$ cat config.mk
export PLATFORM = sky130hd
export DESIGN_NAME = mmio_uart
export DESIGN_NICKNAME = d
export VERILOG_FILES = /design/src/rtl/uart_regs_pkg.sv /design/src/rtl/uart_tx_path.sv /design/src/rtl/uart_rx_path.sv /design/src/rtl/mmio_uart.sv
export SDC_FILE = /design/constraint.sdc
export NUM_CORES = 1
export LEC_CHECK = 0
export CAP_MARGIN = 20
export CORE_MARGIN = 3
export CORE_UTILIZATION = 45
export CTS_CLUSTER_SIZE = 25
export DETAILED_ROUTE_END_ITERATION = 16
export DONT_BUFFER_PORTS = 1
export PLACE_DENSITY = 0.64
export SYNTH_ARGS = -nofsm -noshare
export SYNTH_HDL_FRONTEND = slang
export SYNTH_SLANG_ARGS = --single-unit
$ cat constraint.sdc
create_clock -name clk -period 2.35 [get_ports clk]
set_input_delay 0 -clock clk [delete_from_list [all_inputs] [get_ports clk]]
set_output_delay 0 -clock clk [all_outputs]
set_load 0.1 [all_outputs]
$ cat src/rtl/uart_regs_pkg.sv
package uart_regs_pkg;
  localparam int OFS_RXDATA = 0;
  localparam int OFS_TXDATA = 1;
  localparam int OFS_STATUS = 2;
  localparam int OFS_CTRL   = 3;
  localparam int OFS_DIV    = 4;
  localparam int OFS_EOP    = 5;

  localparam int ST_RXRDY = 7;
  localparam int ST_TXRDY = 6;
  localparam int ST_TXEMP = 5;
  localparam int ST_OVR   = 3;
  localparam int ST_FERR  = 2;

  typedef enum logic [1:0] {RX_IDLE, RX_START, RX_DATA, RX_STOP} rx_state_t;
endpackage

$ cat src/rtl/uart_tx_path.sv
module uart_tx_path #(
  parameter int DIV_W = 16
) (
  input  logic             clk,
  input  logic             rst,
  input  logic [DIV_W-1:0] div,
  input  logic             load,
  input  logic [7:0]       din,
  output logic             hold_full,
  output logic [7:0]       hold_q,
  output logic             busy,
  output logic             txd
);
  localparam int BITS = 10;
  localparam int BN_W = $clog2(BITS);

  logic [8:0]       sh;
  logic [DIV_W-1:0] cnt;
  logic [BN_W-1:0]  bitn;

  always_ff @(posedge clk) begin
    if (rst) begin
      hold_full <= 1'b0;
      hold_q    <= '0;
      busy      <= 1'b0;
      sh        <= '1;
      cnt       <= '0;
      bitn      <= '0;
      txd       <= 1'b1;
    end else begin
      if (load) begin
        hold_full <= 1'b1;
        hold_q    <= din;
      end
      if (!busy) begin
        if (hold_full) begin
          busy      <= 1'b1;
          hold_full <= 1'b0;
          sh        <= {1'b1, hold_q};
          txd       <= 1'b0;
          cnt       <= '0;
          bitn      <= '0;
        end
      end else if (cnt == div) begin
        cnt <= '0;
        if (bitn == BN_W'(BITS - 1)) begin
          busy <= 1'b0;
          txd  <= 1'b1;
        end else begin
          txd  <= sh[0];
          sh   <= {1'b1, sh[8:1]};
          bitn <= bitn + 1'b1;
        end
      end else begin
        cnt <= cnt + 1'b1;
      end
    end
  end
endmodule

$ cat src/rtl/uart_rx_path.sv
module uart_rx_path
  import uart_regs_pkg::*;
#(
  parameter int DIV_W = 16
) (
  input  logic             clk,
  input  logic             rst,
  input  logic [DIV_W-1:0] div,
  input  logic             rxd,
  output logic             done,
  output logic [7:0]       byte_q,
  output logic             stop_bad
);
  rx_state_t        st;
  logic             s1, s2;
  logic [DIV_W-1:0] cnt;
  logic [2:0]       bitn;
  logic [7:0]       sh;
  logic [DIV_W-1:0] half;

  assign half = div >> 1;

  always_ff @(posedge clk) begin
    if (rst) begin
      s1 <= 1'b1;
      s2 <= 1'b1;
    end else begin
      s1 <= rxd;
      s2 <= s1;
    end
  end

  always_ff @(posedge clk) begin
    if (rst) begin
      st       <= RX_IDLE;
      cnt      <= '0;
      bitn     <= '0;
      sh       <= '0;
      done     <= 1'b0;
      byte_q   <= '0;
      stop_bad <= 1'b0;
    end else begin
      done <= 1'b0;
      case (st)
        RX_IDLE: if (!s2) begin
          st  <= RX_START;
          cnt <= '0;
        end
        RX_START: if (cnt == half) begin
          cnt  <= '0;
          bitn <= '0;
          st   <= s2 ? RX_IDLE : RX_DATA;
        end else cnt <= cnt + 1'b1;
        RX_DATA: if (cnt == div) begin
          cnt  <= '0;
          sh   <= {s2, sh[7:1]};
          bitn <= bitn + 1'b1;
          if (bitn == 3'd7) st <= RX_STOP;
        end else cnt <= cnt + 1'b1;
        default: if (cnt == div) begin
          done     <= 1'b1;
          byte_q   <= sh;
          stop_bad <= !s2;
          st       <= RX_IDLE;
        end else cnt <= cnt + 1'b1;
      endcase
    end
  end
endmodule

$ cat src/rtl/mmio_uart.sv
module mmio_uart
  import uart_regs_pkg::*;
#(
  parameter int DATA_W  = 32,
  parameter int ADDR_W  = 3,
  parameter int DIV_W   = 16,
  parameter int DEF_DIV = 15
) (
  input  logic              clk,
  input  logic              rst,
  input  logic [ADDR_W-1:0] bus_addr,
  input  logic              bus_wr,
  input  logic              bus_rd,
  input  logic [DATA_W-1:0] bus_wdata,
  output logic [DATA_W-1:0] bus_rdata,
  output logic              txd,
  input  logic              rxd
);
  logic [DATA_W-1:0] ctrl_q, eop_q, status_w;
  logic [DIV_W-1:0]  div_q;
  logic [7:0]        rx_buf, hold_data, rx_byte;
  logic              rx_ready, ovr, ferr;
  logic              hold_full, tx_busy, tx_ready, tx_empty;
  logic              tx_load, rx_done, rx_stop_bad, rd_rx, wr_st;

  assign tx_ready = !hold_full;
  assign tx_empty = !hold_full && !tx_busy;
  assign tx_load  = bus_wr && (bus_addr == ADDR_W'(OFS_TXDATA)) && tx_ready;
  assign rd_rx    = bus_rd && (bus_addr == ADDR_W'(OFS_RXDATA));
  assign wr_st    = bus_wr && (bus_addr == ADDR_W'(OFS_STATUS));

  uart_tx_path #(.DIV_W(DIV_W)) u_tx (
    .clk(clk), .rst(rst), .div(div_q), .load(tx_load), .din(bus_wdata[7:0]),
    .hold_full(hold_full), .hold_q(hold_data), .busy(tx_busy), .txd(txd)
  );

  uart_rx_path #(.DIV_W(DIV_W)) u_rx (
    .clk(clk), .rst(rst), .div(div_q), .rxd(rxd),
    .done(rx_done), .byte_q(rx_byte), .stop_bad(rx_stop_bad)
  );

  always_comb begin
    status_w           = '0;
    status_w[ST_RXRDY] = rx_ready;
    status_w[ST_TXRDY] = tx_ready;
    status_w[ST_TXEMP] = tx_empty;
    status_w[ST_OVR]   = ovr;
    status_w[ST_FERR]  = ferr;
  end

  always_ff @(posedge clk) begin
    if (rst) begin
      ctrl_q   <= '0;
      eop_q    <= '0;
      div_q    <= DIV_W'(DEF_DIV);
      rx_buf   <= '0;
      rx_ready <= 1'b0;
      ovr      <= 1'b0;
      ferr     <= 1'b0;
    end else begin
      if (bus_wr && bus_addr == ADDR_W'(OFS_CTRL)) ctrl_q <= bus_wdata;
      if (bus_wr && bus_addr == ADDR_W'(OFS_EOP))  eop_q  <= bus_wdata;
      if (bus_wr && bus_addr == ADDR_W'(OFS_DIV))  div_q  <= bus_wdata[DIV_W-1:0];
      if (wr_st) begin
        ovr  <= 1'b0;
        ferr <= 1'b0;
      end
      if (rd_rx) rx_ready <= 1'b0;
      if (rx_done) begin
        rx_buf   <= rx_byte;
        rx_ready <= 1'b1;
        if (rx_ready && !rd_rx) ovr <= 1'b1;
        if (rx_stop_bad) ferr <= 1'b1;
      end
    end
  end

  always_ff @(posedge clk) begin
    if (rst) bus_rdata <= '0;
    else if (bus_rd) begin
      case (int'(bus_addr))
        OFS_RXDATA: bus_rdata <= DATA_W'(rx_buf);
        OFS_STATUS: bus_rdata <= status_w;
        OFS_CTRL:   bus_rdata <= ctrl_q;
        OFS_DIV:    bus_rdata <= DATA_W'(div_q);
        OFS_EOP:    bus_rdata <= eop_q;
        default:    bus_rdata <= '0;
      endcase
    end
  end
endmodule

# Word level (Yosys, flattened, before mapping)
# Cells that the tools add are included.
dict set report classes {
  addsub 4
  n_mul 0
  n_div 0
  n_lt_le_gt_ge 0
  n_eq_ne 19
  n_shift 0
  mux 47
  bitwise 1
  n_reduce_logical 28
}
# op n
set op_table {}
lappend op_table {{32-bit case mux with 5 select lines} 1}
lappend op_table {{16-bit two-way mux} 7}
lappend op_table {{16-bit case mux with 3 select lines} 1}
lappend op_table {{9-bit two-way mux} 4}
lappend op_table {{16-bit by 1-bit adder with 16-bit output, second input constant} 2}
lappend op_table {{16-bit equality test} 2}
lappend op_table {{1-bit two-way mux} 20}
lappend op_table {{16-bit by 15-bit equality test with 1-bit output} 1}
lappend op_table {{4-bit two-way mux} 4}
lappend op_table {{2-bit two-way mux} 6}
lappend op_table {{3-bit equality test, second input constant} 3}
lappend op_table {{1-bit logical AND} 9}
lappend op_table {{2-bit AND reduction} 4}
lappend op_table {{3-bit by 2-bit equality test with 1-bit output, second input constant} 2}
lappend op_table {{3-bit two-way mux} 2}
lappend op_table {{2-bit by 1-bit inequality test with 1-bit output, second input constant} 3}
lappend op_table {{2-bit inequality test, second input constant} 3}
lappend op_table {{2-bit case mux with 3 select lines} 1}
lappend op_table {{3-bit case mux with 2 select lines} 1}
lappend op_table {{3-bit AND reduction} 2}
lappend op_table {{2-bit nonzero test} 3}
lappend op_table {{5-bit AND reduction} 1}
lappend op_table {{4-bit by 1-bit adder with 4-bit output, second input constant} 1}
lappend op_table {{4-bit equality test, second input constant} 1}
lappend op_table {{12 further kinds} 15}
dict set report word_totals {
  ff_bits 204
  latchBits 0
  ramBits 0
  mem_bits_ro 0
  in_bits 40
  output_inout_bits 33
  wordCells 123
  n_memories 0
}

# Longest topological paths before layout
# Gate-level depths: netlist of run 1.
dict set report logic_depth {
  word_depth 6
  depth_mapped 9
  depth_no_buf 7
}

# By module
# Synthesis of run 1 repeated with hierarchy kept, for this count alone.
dict set report unflattened {
  cells_unflattened 1112
  area_unflattened_um2 9335.2
}
# mod n_inst cells_per_inst area_each_um2 seq_area_each_um2
set modules_own_cells {}
lappend modules_own_cells {mmio_uart 1 620 5177.5 2462.4}
lappend modules_own_cells {uart_rx_path 1 252 2132.0 820.8}
lappend modules_own_cells {uart_tx_path 1 240 2025.7 780.7}

# Least setup slack after synthesis of run 1
# Ideal clock, no wire load.
dict set report synth_timing {
  kind {reg-to-reg}
  startpoint {reg u_rx.st[0]}
  endpoint {reg u_rx.cnt[14]}
  setup_time_ps 66
  arrival_ps 1962
  required_time_ps 2284
  slack_ps 322
  stages_incl_launch_ff 9
  path_buffers 2
  synth_period_minus_slack_ps 2028
  path_cell_list {dfxtp_1 inv_1 ha_1 clkbuf_1 nor3_1 a21oi_4 a21o_4 buf_6 a21oi_2}
}
dict set report synth_between {
  elab_chain_cells 3
  elab_cells_between_ends 7
  cone_classes {4 x eq/ne; 1 x mux; 2 x reduce/logical}
}
# element line_no
set synth_rtl {}
lappend synth_rtl {{from (decl)} uart_rx_path.sv:14} ;# rx_state_t st;
lappend synth_rtl {{from (signal assigned)} uart_rx_path.sv:52} ;# st <= s2 ? RX_IDLE : RX_DATA;
lappend synth_rtl {{2-bit by 1-bit equality test with 1-bit output, or another cell as far along} uart_rx_path.sv:44} ;# case (st)
lappend synth_rtl {{4-bit inequality test (no line) / 2-bit inequality test (equally long branches)} --}
lappend synth_rtl {{2-bit AND reduction (no line)} --}
lappend synth_rtl {{to (signal assigned)} uart_rx_path.sv:53} ;# end else cnt <= cnt + 1'b1;
lappend synth_rtl {{to (signal assigned)} uart_rx_path.sv:59} ;# end else cnt <= cnt + 1'b1;
lappend synth_rtl {{to (signal assigned)} uart_rx_path.sv:65} ;# end else cnt <= cnt + 1'b1;
lappend synth_rtl {{to (decl)} uart_rx_path.sv:16} ;# logic [DIV_W-1:0] cnt;
# Several ways; a longest one is shown, not always the timed one.
# A chain may end at the register's enable or synchronous reset.

# Final worst setup path of run 1
dict set report layout_timing {
  startpoint {reg div_q[5]}
  endpoint {reg u_tx.busy}
}
dict set report layout_between {
  elab_chain_cells 3
}
# element line_no
set layout_rtl {}
lappend layout_rtl {{from (decl)} mmio_uart.sv:20} ;# logic [DIV_W-1:0] div_q;
lappend layout_rtl {{from (signal assigned)} mmio_uart.sv:55} ;# div_q <= DIV_W'(DEF_DIV);
lappend layout_rtl {{from (signal assigned)} mmio_uart.sv:63} ;# if (bus_wr && bus_addr == ADDR_W'(OFS_DIV)) div_q <= bus_wdata[DIV_W-1:0];
lappend layout_rtl {{16-bit equality test} uart_tx_path.sv:44} ;# end else if (cnt == div) begin
lappend layout_rtl {{1-bit two-way mux} uart_tx_path.sv:44}
lappend layout_rtl {{1-bit two-way mux} uart_tx_path.sv:35} ;# if (!busy) begin
lappend layout_rtl {{to (signal assigned)} uart_tx_path.sv:25} ;# busy <= 1'b0;
lappend layout_rtl {{to (signal assigned)} uart_tx_path.sv:37} ;# busy <= 1'b1;
lappend layout_rtl {{to (signal assigned)} uart_tx_path.sv:47} ;# busy <= 1'b0;
lappend layout_rtl {{to (decl)} uart_tx_path.sv:11} ;# output logic busy,
# Every way passes these cells.

==> results of run 1 <==
## metrics by stage
step / instances / utilization [%] / worst slack [ps]
floorplan: 1123 / - / 322.4
global placement: 1361 / 48.79 / 153.0
detailed placement: 1361 / 48.79 / 29.70
CTS: 1502 / 57.94 / 29.52
global route: 1502 / 57.99 / -53.20
finish: 1502 / 57.99 / 120.7
## timing repair
item,CTS,global route
hold buffers,99,0
cloned,0,0
setup endpoints to repair,1,23
hold endpoints to repair,203,0
gates resized for setup,1,3
## layout make-up
cell class              instances  area [sq um]
clock buffers                  32         670.6
clock inverters                10         123.9
fillers                      1777          8364
inverters                       5         18.77
multi-input cells             821          4815
flip-flops and latches        203          4064
well taps                     265         331.6
repair buffers                166          1521
## registers in the layout (all words and copies together), names as in the netlist, 2 cells and up
name	count
u_tx.cnt	16
u_rx.byte_q	8
u_rx.sh	8
u_rx.st	2
u_tx.bitn	4
u_rx.cnt	16
rx_buf	8
bus_rdata	32
eop_q	32
div_q	16
ctrl_q	32
u_tx.sh	8
u_tx.hold_q	8
u_rx.bitn	3
## cells in the mapped netlist, drive strengths merged, types with 4 or more instances
cell type / number / share of area (%)
nor2: 110 / 4.6
nor2b: 35 / 2.4
xnor2: 25 / 2.4
nand3: 21 / 1.2
or2: 4 / 0.27
and2: 8 / 0.54
nand2b: 5 / 0.34
nand3b: 10 / 0.81
a211o: 7 / 0.66
clkbuf: 72 / 3.1
xor2: 33 / 3.1
a22o: 16 / 1.5
o21ai: 39 / 2.1
dfxtp: 203 / 44
nand4: 13 / 0.94
a211oi: 8 / 0.70
mux2i: 55 / 5.9
nor4: 16 / 1.3
a22oi: 10 / 0.81
or3: 12 / 0.81
buf: 22 / 1.6
a21oi: 138 / 7.6
nor3: 5 / 0.27
nand2: 204 / 8.3
inv: 5 / 0.20
ha: 11 / 1.5
a31oi: 4 / 0.27
## cell families (layout without fill, tap and decap cells)
| kind of cell | count (synthesis) | after routing | synth area share [%] |
|---|---|---|---|
| mux | 58 | 58 | 6.280 |
| simple gates | 452 | 452 | 22.53 |
| buf+inv | 99 | 213 | 4.881 |
| compound gates | 242 | 242 | 15.69 |
| flops | 203 | 203 | 43.68 |
| xor+xnor | 58 | 58 | 5.460 |
| fa+ha+maj | 11 | 11 | 1.479 |
## final timing paths
kind	cells past startpoint	end	slack, ps	from
max	6	u_tx.busy	120	div_q[5]
min	5	bus_rdata[5]	40	bus_addr[0]
max reg2reg	6	u_tx.busy	120	div_q[5]
min reg2reg	1	u_rx.s2	420	u_rx.s1
## cell usage in the layout, fill, tap and decap left out, drive strengths merged, types with 16 or more instances in the layout
cell type    Yosys  routed
a21oi          138     138
a22o            16      16
buf             22      69
clkbuf          72      32
dfxtp          203     203
dlygate4sd3      0      97
mux2i           55      55
nand2          204     204
nand3           21      21
nor2           110     110
nor2b           35      35
nor4            16      16
o21ai           39      39
xnor2           25      25
xor2            33      33
## tightest hold or removal path, cell delays in order
cell and delay [ps]:
o21ai_0 120, nand2_1 90, o21ai_0 100, a21oi_1 150, nor2_1 50
## power groups by stage
stage / logic [W] / clock network [W] / registers, W
6_report: 0.000678 / 0.00372 / 0.00355
3_3_place_gp: 0.000509 / 0 / 0.00363
5_1_grt: 0.000739 / 0.00390 / 0.00356
4_1_cts: 0.000666 / 0.00377 / 0.00355
3_5_place_dp: 0.000511 / 0 / 0.00363
2_1_floorplan: 0.000436 / 0 / 0.00364
## per-layer routing
metal	wire length (um)	vias up	share of wire, %	track usage (%)
met4	749	0	2.9	7.319
li1	-	4040	-	-
met1	11550	3886	45	31.34
met2	12100	216	47	36.92
met5	0	-	0	0
met3	1366	53	5.3	3.543
==> metrics, run 1 <==
Iter 0 DRT Violations 632; wirelength, routed 25.77 mm; fin area 11540 sq um; die height 149.8 um; worst endpoint required time between 2000 and 3000 ps; GRT Overall Usage 22.80%; Gate Count Post-Synth 1123; Final min period 2229 ps; Reg clk slew, reported paths about 60 ps; static leakage approximately 4.4 nW; sw frac 24.60%; cts bufs inserted 24; #FFs+latches synth 203; Buf/Inv on CP 2; CP startpoint kind flop; Critical Path AT 2650 ps; vias per cell around 5.5; clk sinks 203; internal power 0.005992 W; RePlAce Congestion 0.8524; Top FF cell, synth dfxtp_1; layout cell share with drive strength beyond 1 11.08%; crit share post-route a little over nine tenths; Mapped Area 9304 sq um; Die Area 22440 sq um; switching pwr 0.001955 W; Pwr per Cell Area 688.4 nW/um^2; Netlist cell types 64; sequential fraction of design power about 45%; DP HPWL between 15 and 20 mm; sequential area share after synthesis between 40% and 50%; Post-CTS Setup Inserts 0; status complete, no violations; CTS root buffer clkbuf_16; worst slew margin relative to its limit 36.79%; RSZ-0062 raised after global routing true; Post-Synthesis Net Count 1174; post-route ant nets 0; initial antenna violation count 0; Min-Delay Path Class input pin to flop; peak per-stage delay on the critical path 590 ps; Worst-Margin Slew 945.1 ps; Tot Pwr 0.007947 W; largest net degree at the start of global routing between 100 and 150; final net count 1272; IO Count 73; Initial Util 46.73%; n_diodes 0; port bufs 0; Overflow after GRT 0; Core Box Area 19910 sq um; number of flops mapped to enable cells by yosys 0; Hold Fails Final Rpt 0; Worst Path Max Fanout 5; CTS max path bufs 3; logic gate share of total power 8.5%; Max-Cap Viols 0; DRC viols 0; Layout area overhead 24.09%; total number of vias 8195; yosys warns 0; Clk network pwr share 46.8%; setup TNS 0 ps; Area after DPL 9713 sq um; clk_skew between 20 and 30 ps; VDD IR-drop max ~0.53 mV; CP top delay family buffers and inverters; global-route wire length before repair roughly 42 mm; Crit Path Category flop to flop; Worst-Skew Late Latency 530 ps; FP Rows 51; final setup vio count 0; slowest cell on the critical path dlygate4sd3_1; final hold slack 39.43 ps; Chip Width about 150 um; H-tree lvl count 1; wire per inst 17.15 um; Initial DRT Pass Iterations 5; critical-path cell list xnor2_1 -> nand4_1 -> nor4_2 -> buf_4 -> a211oi_1 -> dlygate4sd3_1; CTS tree done; max-slew violation count 0; vias in the first global route ~8000; Post-Syn Area per Cell between 8 and 9 sq um; CP Capture Type flop; f_max 448.6 MHz; asr flop ratio synth 0%
No activity file was read; power rests on OpenSTA's default activity.
==> inputs of run 2 (changes only) <==
--- a/config.mk
+++ b/config.mk
@@ -11,7 +11,7 @@
 export CTS_CLUSTER_SIZE = 25
 export DETAILED_ROUTE_END_ITERATION = 16
 export DONT_BUFFER_PORTS = 1
-export PLACE_DENSITY = 0.64
+export PLACE_DENSITY = 0.58
 export SYNTH_ARGS = -nofsm -noshare
 export SYNTH_HDL_FRONTEND = slang
 export SYNTH_SLANG_ARGS = --single-unit
==> run 2 against run 1 <==
  * The run now ends with negative hold slack left
  * Clock skew shrank 17 ps
  * Clock-buffer cell count is the same
  * Register-to-register slack got worse by 20 ps
  * Fmax down 0.88%
  * Hold slack got worse by 68 ps
  * Combinational power down 3%
  * Critical path depth up 1
  * Critical endpoint is now u_rx.stop_bad
  * Largest power group unchanged
==> metrics, run 2 (synthesis results as in run 1) <==
Reg clk slew, reported paths 60 ps; VDD IR-drop max about 0.57 mV; slowest cell on the critical path and4_1; Hold Fails Final Rpt 4; cts bufs inserted 23; total number of vias slightly above 8000; Iter 0 DRT Violations 552; CTS max path bufs 3; DRC viols 0; most common cell after layout, fill and taps aside nand2_1; failing checks negative hold slack; DP HPWL 16.31 mm; Final min period 2249 ps; RSZ-0062 raised after global routing false; clk_skew just over 9 ps; Core Box Area 19910 sq um; vias per cell 5.436; CP startpoint kind flop; Worst-Margin Slew 812.8 ps; post-route ant nets 0; initial antenna violation count 0; CP Capture Type flop; internal power around 0.0060 W; wire per inst 17.51 um; GRT Overall Usage 23.53%; clk sinks 203; crit share post-route 95.71%; Chip Width 149.8 um; n_diodes 0; static leakage 4.494 nW; top flop regs bus_rdata (32), ctrl_q (32), eop_q (32); area of the multi-input gates 4818 sq um; vias in the first global route 7938; setup TNS 0 ps; switching pwr 0.001845 W; CTS root buffer clkbuf_16; worst slew margin relative to its limit a little under half; CTS tree done; Max-Cap Viols 0; commonest non-fill, non-tap cells in the layout nand2_1 (203), dfxtp_1 (196), a21oi_1 (136), nor2_1 (104), dlygate4sd3_1 (90); Clk network pwr share between 40% and 50%; global-route wire length before repair approximately 43 mm; layout cell share with drive strength beyond 1 roughly an eighth; Fillers between 1500 and 2000; IO Count 73; Layout area overhead 24.35%; Die Area ~22000 sq um; final setup vio count 0; max-slew violation count 0; largest net degree at the start of global routing 134; Worst Path Max Fanout 10; critical-path cell list buf_4 -> xor2_1 -> nor4_2 -> and4_1 -> nand2_4 -> or2_2 -> a21oi_1; final net count 1273; Post-CTS Setup Inserts 0; f_max between 400 and 500 MHz; sw frac between 20% and 30%; Min-Delay Path Class input pin to flop; RePlAce Congestion around 0.95; port bufs 0; FP Rows a little over 50; peak per-stage delay on the critical path 470 ps; sequential fraction of design power a little under half; Overflow after GRT 0; Reg area 4073 sq um; worst endpoint required time 2770 ps; Pwr per Cell Area 677.9 nW/um^2; H-tree lvl count 1; Initial Util 46.73%; wirelength, routed 26.29 mm; Initial DRT Pass Iterations 4; status finished, violations left; logic gate share of total power 8.4%; final hold slack -28.76 ps; Critical Path AT 2670 ps; Worst-Skew Late Latency about 500 ps; die height 149.8 um; Crit Path Category flop to flop
==> run 2: worst paths after layout <==
kind	startpoint	endpoint	slack (ps)	depth (start not counted)
max	div_q[15]	u_rx.stop_bad	100	7
min	bus_addr[2]	div_q[2]	-30	3
max reg2reg	div_q[15]	u_rx.stop_bad	100	7
min reg2reg	u_rx.s1	u_rx.s2	410	1
==> run 2: what timing repair did <==
| item | in CTS | in global routing |
|---|---|---|
| endpoints found under the hold margin | 203 | 0 |
| hold buffers | 92 | 0 |
| setup endpoints to repair | 0 | 5 |
| resized for setup | 0 | 12 |
==> run 2: power groups by stage <==
stage | Sequential, W | Combinational [W] | Clock (W)
after floorplan | 0.00364 | 0.000436 | 0
after global routing | 0.00356 | 0.000727 | 0.00385
after global placement | 0.00362 | 0.000504 | 0
final | 0.00355 | 0.000661 | 0.00363
after CTS | 0.00355 | 0.000654 | 0.00371
after detailed placement | 0.00362 | 0.000508 | 0
==> run 2: through the flow <==
step	std cells	instance area [sq um]	utilization (%)	total power, W	worst slack, ps
after floorplan	1123	9304	-	0.004074	322.4
after global placement	1370	9831	49.38	0.004127	176.6
after detailed placement	1370	9831	49.38	0.004133	157.6
after CTS	1501	11540	57.96	0.007909	20.93
after global routing	1501	11570	58.11	0.008134	6.376
final	1501	11570	58.11	0.007843	100.9
==> run 2: cell type report <==
cell class                      instances  share of cell area, %
Clock inverter                          7                 0.9517
Multi-Input combinational cell        821                  41.65
Sequential cell                       203                  35.20
Inverter                                5                 0.1622
Tap cell                              265                  2.866
Clock buffer                           32                  5.613
Timing Repair Buffer                  168                  13.56
==> run 2: layer usage <==
layer / share of wire [%] / global-route usage (%) / up-vias
met3: 6.5 / 4.634 / 41
met1: 46 / 33.36 / 3879
li1: - / - / 4026
met5: 0 / 0 / -
met4: 2.2 / 5.993 / 0
met2: 45 / 36.90 / 214
==> run 2: worst max-delay path: cells and delay by family (launching register included) <==
kind / cells / cell delay (ps)
AO/OA/AOI/OAI: 1 / 130
AND/OR/NAND/NOR: 4 / 1340
buffers and inverters: 1 / 170
flip-flops: 1 / 350
XOR/XNOR: 1 / 170
